[config.mk]
export PLATFORM = sky130hd
export DESIGN_NAME = pipeCtlShifter
export DESIGN_NICKNAME = d
export VERILOG_FILES = /design/src/rtl/pipeCtlPkg.sv /design/src/rtl/pipeCtlStages.sv /design/src/rtl/pipeDstPath.sv /design/src/rtl/pipeCtlShifter.sv
export SDC_FILE = /design/constraint.sdc
export NUM_CORES = 1
export LEC_CHECK = 0
export BUFFER_PORTS_ARGS = -buffer_cell sky130_fd_sc_hd__buf_4
export CORE_ASPECT_RATIO = 1.1
export CORE_MARGIN = 8
export CORE_UTILIZATION = 40
export CTS_BUF_LIST = sky130_fd_sc_hd__clkbuf_16
export CTS_CLUSTER_DIAMETER = 100
export DETAILED_ROUTE_END_ITERATION = 10
export GPL_TIMING_DRIVEN = 0
export PLACE_DENSITY = 0.68
export RECOVER_POWER = 50
export REMOVE_ABC_BUFFERS = 1
export SETUP_SLACK_MARGIN = 0.15
export SLEW_MARGIN = 20
export SYNTH_ARGS = -nofsm -noshare
export SYNTH_HDL_FRONTEND = slang
export SYNTH_HIERARCHICAL = 1
export SYNTH_SLANG_ARGS = --single-unit
export TNS_END_PERCENT = 10
[constraint.sdc]
create_clock -name clk -period 1.4 [get_ports clk]
set_clock_uncertainty 0.05 [all_clocks]
set_input_delay 0.28 -clock clk [delete_from_list [all_inputs] [get_ports clk]]
set_output_delay 0.28 -clock clk [all_outputs]
set_load 0.01 [all_outputs]
[src/rtl/pipeCtlPkg.sv]
package pipeCtlPkg;
  localparam int ALU_OP_W = 2;
  localparam int REG_W    = 5;

  typedef struct packed {
    logic                aluSrc;
    logic [ALU_OP_W-1:0] aluOp;
    logic                regDst;
  } exGrp_t;

  typedef struct packed {
    logic branch;
    logic memRead;
    logic memWrite;
  } memGrp_t;

  typedef struct packed {
    logic regWrite;
    logic memToReg;
  } wbGrp_t;

  // strobes from the control stages to the destination datapath
  typedef struct packed {
    logic clr;
    logic selRd;
  } dstStrobe_t;
endpackage

[src/rtl/pipeCtlStages.sv]
module pipeCtlStages
  import pipeCtlPkg::*;
(
  input  logic       clk,
  input  logic       rst,
  input  logic       idValid,
  input  exGrp_t     idEx,
  input  memGrp_t    idMem,
  input  wbGrp_t     idWb,
  input  logic       exZero,
  output exGrp_t     exCtl,
  output memGrp_t    memCtl,
  output logic       memZero,
  output wbGrp_t     wbCtl,
  output dstStrobe_t strb
);
  exGrp_t  idExEx;
  memGrp_t idExMem, exMemMem;
  wbGrp_t  idExWb, exMemWb, memWbWb;
  logic    exMemZero;
  logic [1:0] upCnt;

  always_ff @(posedge clk) begin
    if (rst) begin
      idExEx    <= '0;
      idExMem   <= '0;
      idExWb    <= '0;
      exMemMem  <= '0;
      exMemWb   <= '0;
      exMemZero <= 1'b0;
      memWbWb   <= '0;
    end else begin
      idExEx    <= idValid ? idEx  : '0;
      idExMem   <= idValid ? idMem : '0;
      idExWb    <= idValid ? idWb  : '0;
      exMemMem  <= idExMem;
      exMemWb   <= idExWb;
      exMemZero <= exZero;
      memWbWb   <= exMemWb;
    end
  end

  // cycles since reset, saturating; used only to qualify history checks
  always_ff @(posedge clk) begin
    if (rst) upCnt <= '0;
    else if (upCnt != 2'd3) upCnt <= upCnt + 2'd1;
  end

  assign exCtl      = idExEx;
  assign memCtl     = exMemMem;
  assign memZero    = exMemZero;
  assign wbCtl      = memWbWb;
  assign strb.clr   = rst;
  assign strb.selRd = idExEx.regDst;

  AST_EX_FROM_ID: assert property (@(posedge clk) disable iff (rst)
    (upCnt != 2'd0) |-> exCtl == ($past(idValid) ? $past(idEx) : '0));
  AST_MEM_FROM_ID: assert property (@(posedge clk) disable iff (rst)
    (upCnt >= 2'd2) |-> memCtl == ($past(idValid, 2) ? $past(idMem, 2) : '0));
  AST_ZERO_CARRY: assert property (@(posedge clk) disable iff (rst)
    (upCnt != 2'd0) |-> memZero == $past(exZero));
  AST_WB_FROM_ID: assert property (@(posedge clk) disable iff (rst)
    (upCnt == 2'd3) |-> wbCtl == ($past(idValid, 3) ? $past(idWb, 3) : '0));
  AST_BUBBLE_SILENT: assert property (@(posedge clk) disable iff (rst)
    (upCnt == 2'd3 && !$past(idValid, 3)) |-> !wbCtl.regWrite);
endmodule

[src/rtl/pipeDstPath.sv]
module pipeDstPath
  import pipeCtlPkg::*;
(
  input  logic             clk,
  input  dstStrobe_t       strb,
  input  logic [REG_W-1:0] idRt,
  input  logic [REG_W-1:0] idRd,
  output logic [REG_W-1:0] exDst,
  output logic [REG_W-1:0] wbDst
);
  logic [REG_W-1:0] idExRt, idExRd, exMemDst, memWbDst;
  logic [1:0] upCnt;

  assign exDst = strb.selRd ? idExRd : idExRt;
  assign wbDst = memWbDst;

  always_ff @(posedge clk) begin
    if (strb.clr) begin
      idExRt   <= '0;
      idExRd   <= '0;
      exMemDst <= '0;
      memWbDst <= '0;
    end else begin
      idExRt   <= idRt;
      idExRd   <= idRd;
      exMemDst <= exDst;
      memWbDst <= exMemDst;
    end
  end

  always_ff @(posedge clk) begin
    if (strb.clr) upCnt <= '0;
    else if (upCnt != 2'd3) upCnt <= upCnt + 2'd1;
  end

  AST_DST_TRAVELS: assert property (@(posedge clk) disable iff (strb.clr)
    (upCnt >= 2'd2) |-> wbDst == $past(exDst, 2));
  AST_DST_IS_FIELD: assert property (@(posedge clk) disable iff (strb.clr)
    (upCnt != 2'd0) |-> (exDst == $past(idRt) || exDst == $past(idRd)));
endmodule

[src/rtl/pipeCtlShifter.sv]
module pipeCtlShifter
  import pipeCtlPkg::*;
(
  input  logic                clk,
  input  logic                rst,
  input  logic                idValid,
  input  logic                idAluSrc,
  input  logic [ALU_OP_W-1:0] idAluOp,
  input  logic                idRegDst,
  input  logic                idBranch,
  input  logic                idMemRead,
  input  logic                idMemWrite,
  input  logic                idRegWrite,
  input  logic                idMemToReg,
  input  logic [REG_W-1:0]    idRtField,
  input  logic [REG_W-1:0]    idRdField,
  input  logic                exZero,
  output logic                exAluSrc,
  output logic [ALU_OP_W-1:0] exAluOp,
  output logic [REG_W-1:0]    exDstReg,
  output logic                memBranch,
  output logic                memRead,
  output logic                memWrite,
  output logic                memZero,
  output logic                memTakeBranch,
  output logic                wbMemToReg,
  output logic                wbRegWrite,
  output logic [REG_W-1:0]    wbDstReg
);
  exGrp_t     idEx, exCtl;
  memGrp_t    idMem, memCtl;
  wbGrp_t     idWb, wbCtl;
  dstStrobe_t strb;

  assign idEx  = '{aluSrc: idAluSrc, aluOp: idAluOp, regDst: idRegDst};
  assign idMem = '{branch: idBranch, memRead: idMemRead, memWrite: idMemWrite};
  assign idWb  = '{regWrite: idRegWrite, memToReg: idMemToReg};

  pipeCtlStages u_ctl (
    .clk(clk), .rst(rst), .idValid(idValid),
    .idEx(idEx), .idMem(idMem), .idWb(idWb), .exZero(exZero),
    .exCtl(exCtl), .memCtl(memCtl), .memZero(memZero), .wbCtl(wbCtl),
    .strb(strb)
  );

  pipeDstPath u_dst (
    .clk(clk), .strb(strb), .idRt(idRtField), .idRd(idRdField),
    .exDst(exDstReg), .wbDst(wbDstReg)
  );

  assign exAluSrc      = exCtl.aluSrc;
  assign exAluOp       = exCtl.aluOp;
  assign memBranch     = memCtl.branch;
  assign memRead       = memCtl.memRead;
  assign memWrite      = memCtl.memWrite;
  assign memTakeBranch = memCtl.branch & memZero;
  assign wbRegWrite    = wbCtl.regWrite;
  assign wbMemToReg    = wbCtl.memToReg;
endmodule

==> Yosys cells after proc, flatten, opt, wreduce, memory -nomap -nowiden <==
Cells that the tools add are included.
{ "classes": {"n_mux": 1, "n_bitwise": 2, "reduce_logical": 1} }
{ "op_table": {"columns": ["op", "n"], "rows": [
  ["5-bit two-way mux", 1],
  ["2-bit OR reduction", 1],
  ["1-bit bitwise AND", 1],
  ["1-bit NOT", 1]
]} }
{ "totals": {"word_cells": 24, "inputBits": 23, "out_inout_bits": 20, "regBits": 37} }

==> Logic depth before layout (Yosys ltp) <==
Gate-level depths: netlist (run 1).
{ "depth": {"word_depth": 2, "ltp_mapped": 3, "mapped_depth_nobuf": 2} }

==> Modules after synthesis <==
Netlist (run 1), hierarchy kept.
{ "modules_own_cells": {"columns": ["mod", "n_inst", "cells_per_inst", "area_per_inst_um2"], "rows": [
  ["pipeDstPath", 1, 47, 609.3],
  ["pipeCtlStages", 1, 37, 495.5],
  ["pipeCtlShifter", 1, 1, 6.3]
]} }

==> Worst setup path before layout (run 1) <==
OpenSTA, ideal clock, no wires.
{ "synth_timing": {"kind": "reg2out", "startpoint": "reg u_ctl.idExEx, in the netlist u_ctl/exCtl[0]", "endpoint": "out exDstReg[1]", "t_arrival_ns": 0.768, "path_stages_with_launch": 3, "path_slack_ns": 0.302, "cell_sequence": "dfxtp_1 -> buf_4 -> mux2_2"} }
{ "synth_between": {"elab_chain_cells": 1} }
{ "synth_lines": {"columns": ["element", "line", "rtl"], "rows": [
  ["start, declared", "pipeCtlStages.sv:17", "exGrp_t idExEx;"],
  ["start signal, assigned", "pipeCtlStages.sv:33", "idExEx <= idValid ? idEx : '0;"],
  ["5-bit two-way mux", "pipeDstPath.sv:14", "assign exDst = strb.selRd ? idExRd : idExRt;"],
  ["end, declared", "pipeCtlShifter.sv:20", "output logic [REG_W-1:0] exDstReg,"]
]} }
Every way passes these cells.

==> Final worst setup path (run 1) <==
{ "layout_timing": {"startpoint": "reg u_ctl.idExEx, in the netlist u_ctl/exCtl[0]", "endpoint": "out exDstReg[4]"} }
The elaborated chain is that of the path after synthesis.

==> impl_results.md, run 1 <==
- Clock latency on the worst-skew pair: 0.27 ns
- First-pass DRT Iterations: 2
- WP data arrival: between 1 and 1.5 ns
- Global-route wire length before repair: 3290 µm
- CTS tree: yes
- Layout area overhead: 45.0%
- Worst path max stage delay: roughly 0.40 ns
- Worst Hold Margin: 0.164 ns
- Worst-Margin Slew: ~0.69 ns
- Period utilisation layout: 103%
- Status: finished, violations left
- # diodes: 0
- Setup CP Type: reg2out
- Final wirelength: 2070 µm
- Worst-path clk slew: 0.05 ns
- Via count: approximately 700
- Total gr overflow: 0
- Netlist Area Pre-Place: about 1100 µm²
- CTS Sinks: 37
- CP max FO: 5
- IR drop worst, VDD: between 0.9 and 1 mV
- CTS resizes: 12
- Power density over the cells: 1440 nW/µm²
- Synthesized instance count: 85
- Tot Pwr: between 2000 and 2500 µW
- CP Buf/Inv Count: 1
- CTS Buf Count: 5
- # setup viols final: 5
- Hold Buf Count CTS: 0
- CTS Root Cell: clkbuf_16
- Port-buffer cells: 42
- Top delay family on crit path: flip-flops
- H-tree Lvls: 2
- Critical-path top delay cell: dfxtp_4
- Critical path required time: ~1.1 ns
- Layout cell share with drive strength beyond 1: roughly 44%
- Yosys warns: 6
- Largest net degree at the start of global routing: 38
- Setup total negative slack: -0.222 ns
- RSZ-0062 raised after global routing: true
- Wirelength per Cell: 12.7 µm
- Initial DRC count: 12
- Post-CTS setup buffer count: 0
- Tmin final: between 1 and 1.5 ns
- Rows: 20
- Synth unique cells: 10
- Worst hold path type: in2reg
- Synthesis-stage register bit count: 37
- Routability congestion estimate: approximately 0.66
- Vias per cell: ~4.3
- Die ar.: roughly 4700 µm²
- Violated checks: negative setup slack
- Die Ht: just over 70 µm
- Crit. End Element: output pin
- Filler instances: about 220
- Setup WS pre-CTS: roughly 0.09 ns
- Final net count: roughly 150
- Initial Util: roughly two fifths
- Layout Utilization: roughly 60%
- Critical Path, Cell by Cell: mux2_4 -> buf_6
- DRC: 0
- Startpoint class of the critical path: flip-flop
- # Max-Cap Violations: 0
- Max_slew headroom: roughly 54%
- Post-synthesis sequential area ratio: about two thirds
- Setup WS post-layout: -0.0469 ns
- Routed Antenna Nets: 0
- Commonest cells after routing, fill and taps aside: buf_4, dfxtp_1, nor2b_1
- Die Wd: 66.3 µm
- Mean Syn Cell Area: 13.1 µm²
- I/O Pins: 43
- CORE AREA: 2700 µm²
- Leakage power: ~0.0008 µW
- Fin. max-slew vios: 0
- Vias in the first global route: ~710
- CTS max path bufs: 2
- Hold Vio Cnt, Final: 0
- Initial antenna violation count: 0
- Fmax: 691 MHz
- Total GRT Usage: a little under a tenth
-- kinds of logic (layout without fill, tap and decap cells) --
group	Yosys count	in the layout	share of synthesized area, %
flops	37	37	66.7
mux	5	5	5.07
buf+inv	5	50	3.04
simple gates	38	38	25.2
-- worst paths after layout --
| kind | cells after the start | endpoint | slack, ns | from |
|---|---|---|---|---|
| setup / recovery | 2 | exDstReg[4] | -0.05 | u_ctl/exCtl[0] |
| hold / removal | 2 | u_dst/idExRd[4] | 0.16 | idRdField[4] |
| setup reg to reg | 2 | u_dst/exMemDst[2] | 0.36 | u_ctl/exCtl[0] |
| hold reg to reg | 1 | u_ctl/memCtl[2] | 0.38 | u_ctl/idExMem[2] |
-- where the power goes --
part	switching (µW)	total [µW]	internal [µW]	leakage, µW
Combinational	58.7	171	112	0.000399
Sequential	13.2	1110	1100	0.000305
Clock	388	1030	645	0.0000748
Total	460	2310	1850	0.000778
-- synth_stat cells --
library cell  count  area [µm²]
buf_4             2        15.0
mux2_2            5        56.3
nor2b_4           2        27.5
dfxtp_1          37         741
clkbuf_1          2        7.51
and3b_1           9        78.8
and2b_1           4        30.0
nor2b_1          22         138
and2_1            1        6.26
buf_6             1        11.3
-- registers in the layout (all words and copies together), names as in the netlist --
| register | cells |
|---|---|
| u_dst/exMemDst | 5 |
| u_ctl/exCtl | 4 |
| u_dst/idExRt | 5 |
| u_ctl/idExMem | 3 |
| u_ctl/wbCtl | 2 |
| u_ctl/memCtl | 3 |
| u_ctl/idExWb | 2 |
| u_dst/idExRd | 5 |
| u_dst/wbDst | 5 |
| u_ctl/memZero | 1 |
| u_ctl/exMemWb | 2 |
-- per-layer routing --
layer  share of wire (%)  track usage [%]  vias up
met2                  53             14.6       25
li1                    -                -      353
met3                 7.6             2.96       10
met5                   0                0        -
met4                 3.1             7.84        0
met1                  36             9.81      318
-- cell type report --
type / instances / area, µm² / area share, %
Tap cell: 33 / 41.3 / 2.56
Timing Repair Buffer: 42 / 332 / 20.6
Clock inverter: 3 / 13.8 / 0.854
Clock buffer: 5 / 125 / 7.76
Sequential cell: 37 / 744 / 46.2
Multi-Input combinational cell: 43 / 355 / 22.0
-- through the flow --
| step | cell area, µm² | std cells |
|---|---|---|
| 2_1_floorplan | 1080 | 80 |
| 3_3_place_gp | 1430 | 155 |
| 3_5_place_dp | 1430 | 155 |
| 4_1_cts | 1610 | 163 |
| 5_1_grt | 1610 | 163 |
| 6_report | 1610 | 163 |
(Power assumes the default switching activity.)
==> run 2: changes to the inputs <==
--- a/config.mk
+++ b/config.mk
@@ -7,7 +7,7 @@
 export LEC_CHECK = 0
 export BUFFER_PORTS_ARGS = -buffer_cell sky130_fd_sc_hd__buf_4
 export CORE_ASPECT_RATIO = 1.1
-export CORE_MARGIN = 8
+export CORE_MARGIN = 2
 export CORE_UTILIZATION = 40
 export CTS_BUF_LIST = sky130_fd_sc_hd__clkbuf_16
 export CTS_CLUSTER_DIAMETER = 100
==> run 2 against run 1 <==
  * The flow still finishes with violations (negative setup slack)
  * Worst setup slack better by 0.0058 ns
  * Core utilization is 0.19 points higher
  * Die area is 32% lower
  * Register-to-register slack worse by 0.12 ns
  * Flip-flop and latch count stayed put
  * First-iteration DRC count is 42% lower
  * Wire length is 19% lower
  * Via count is 1.7% lower
  * Design area is 0.31% higher
==> impl_results.md, run 2 (synthesis results as in run 1) <==
- Layout cell share with drive strength beyond 1: 42.7% (was 43.8%)
- CTS Sinks: 37 (unchanged)
- First-pass DRT Iterations: 4 (was 2)
- H-tree Lvls: 2 (unchanged)
- DRC: 0 (unchanged)
- Final wirelength: 1680 µm (was 2070 µm)
- Initial Util: 41.1% (unchanged)
- Commonest cells after routing, fill and taps aside: buf_4, dfxtp_1, nor2b_1 (unchanged)
- CORE AREA: 2700 µm² (unchanged)
- Setup WS post-layout: -0.0411 ns (was -0.0469 ns)
- Layout area overhead: 45.5% (was 45.0%)
- WP data arrival: 1.11 ns (was 1.12 ns)
- Worst path max stage delay: 0.40 ns (about the same)
- Fin. max-slew vios: 0 (unchanged)
- Critical Path, Cell by Cell: mux2_4 -> buf_6 (unchanged)
- Routed Antenna Nets: 0 (unchanged)
- Leakage power: 0.000786 µW (was 0.000778 µW)
- Setup WS pre-CTS: 0.0710 ns (was 0.0903 ns)
- I/O Pins: 43 (unchanged)
- Critical-path top delay cell: dfxtp_4 (unchanged)
- Setup CP Type: reg2out (unchanged)
- Status: finished, violations left (unchanged)
- Via count: 694 (was 706)
- Fmax: 694 MHz (was 691 MHz)
- Top delay family on crit path: flip-flops (unchanged)
- Die Ht: 59.3 µm (was 71.3 µm)
- Critical path required time: 1.07 ns (about the same)
- Total gr overflow: 0 (unchanged)
- Hold path start: idRdField[4] (unchanged)
- Die ar.: 3220 µm² (was 4720 µm²)
- Launch point of the critical path: u_ctl/exCtl[0] (unchanged)
- IR drop worst, VDD: 1.64 mV (was 0.989 mV)
- CTS Buf Count: 5 (unchanged)
- Worst hold path type: in2reg (unchanged)
- Die Wd: 54.3 µm (was 66.3 µm)
- Layout Utilization: 59.8% (was 59.6%)
- CTS tree: yes (unchanged)
- Largest net degree at the start of global routing: 38 (unchanged)
- CTS Root Cell: clkbuf_16 (unchanged)
- CTS max path bufs: 2 (unchanged)
- CP Buf/Inv Count: 1 (unchanged)
- Initial DRC count: 7 (was 12)
- Vias in the first global route: 627 (was 711)
- Filler instances: 233 (was 218)
- Global-route wire length before repair: 2620 µm (was 3290 µm)
- Vias per cell: 4.23 (was 4.33)
- Hold Vio Cnt, Final: 0 (unchanged)
- Startpoint class of the critical path: flip-flop (unchanged)
- Max_slew headroom: 55.4% (was 54.0%)
- Total GRT Usage: 11.7% (was 9.32%)
- Worst-path clk slew: 0.05 ns (about the same)
- Most common cell after layout, fill and taps aside: buf_4
- Wirelength per Cell: 10.2 µm (was 12.7 µm)
- Worst-Margin Slew: 0.670 ns (was 0.690 ns)
- CP max FO: 5 (unchanged)
- Worst r2r src: u_ctl/exCtl[0] (unchanged)
- Port-buffer cells: 42 (unchanged)
- # setup viols final: 5 (unchanged)
- Final net count: 153 (was 152)
- Period utilisation layout: 103% (about the same)
- # diodes: 0 (unchanged)
- Routability congestion estimate: 0.581 (was 0.658)
- RSZ-0062 raised after global routing: true (unchanged)
- Clock latency on the worst-skew pair: 0.26 ns (was 0.27 ns)
- # Max-Cap Violations: 0 (unchanged)
- Crit. End Element: output pin (unchanged)
- Initial antenna violation count: 0 (unchanged)
- Violated checks: negative setup slack (unchanged)
- Rows: 20 (unchanged)
- Power density over the cells: 1400 nW/µm² (was 1440 nW/µm²)
- Flop2flop setup slack: 0.24 ns (was 0.36 ns)
- Tmin final: 1.44 ns (was 1.45 ns)
==> run 2: cell types whose count changed in the layout (fill, tap and decap cells not counted), sizes merged <==
cell / delta
clkinv: -2
buf: +1
inv: +2
==> run 2: worst register-to-register path: cells and delay by family (launching register included) <==
family	cells	cell delay [ns]
buffers and inverters	1	0.13
muxes	1	0.32
and+or+nand+nor	1	0.14
DFF	1	0.40
==> run 2: per-layer routing <==
metal / vias up / routed length [µm] / GRT usage, % / share of wire, %
li1: 354 / - / - / -
met1: 315 / 665 / 11.3 / 40
met2: 23 / 891 / 20.0 / 53
met3: 2 / 95 / 5.30 / 5.7
met4: 0 / 24 / 6.43 / 1.4
met5: - / 0 / 0 / 0
==> run 2: final cells by class <==
cell class | instances | area, µm² | area share [%]
flip-flops and latches | 37 | 744 | 46.1
multi-input cells | 43 | 355 | 22.0
repair buffers | 43 | 339 | 21.0
clock buffers | 5 | 125 | 7.74
well taps | 33 | 41.3 | 2.55
clock inverters | 3 | 11.3 | 0.697
==> run 2: worst paths after layout <==
path,cells after the start,end
hold / removal,2,u_dst/idExRd[4]
setup reg to reg,3,u_dst/exMemDst[3]
hold reg to reg,1,u_ctl/memCtl[2]
setup / recovery,2,exDstReg[3]
==> run 2: timing repair <==
action,4_1_cts,5_1_grt
endpoints found under the setup margin,5,5
pin swaps,0,0
hold buffers,0,0
setup buffers,1,0
gates resized for setup,12,0
==> run 2: where the power goes <==
part	switching [µW]	internal [µW]	leakage [µW]	total [µW]
sequential	13.0	1100	0.000305	1110
combinational	56.3	114	0.000404	171
clock	349	637	0.0000776	987
total	419	1850	0.000786	2270
==> run 2: through the flow <==
| step | hold WS (ns) | instance area [µm²] | std cells | power [µW] | TNS [ns] |
|---|---|---|---|---|---|
| after floorplan | 0.294 | 1080 | 80 | 1190 | 0 |
| after global placement | 0.366 | 1430 | 155 | 1280 | 0 |
| after detailed placement | 0.377 | 1430 | 155 | 1290 | 0 |
| after CTS | 0.166 | 1620 | 164 | 2300 | -0.265 |
| after global routing | 0.167 | 1620 | 164 | 2370 | -0.327 |
| final | 0.173 | 1620 | 164 | 2270 | -0.199 |
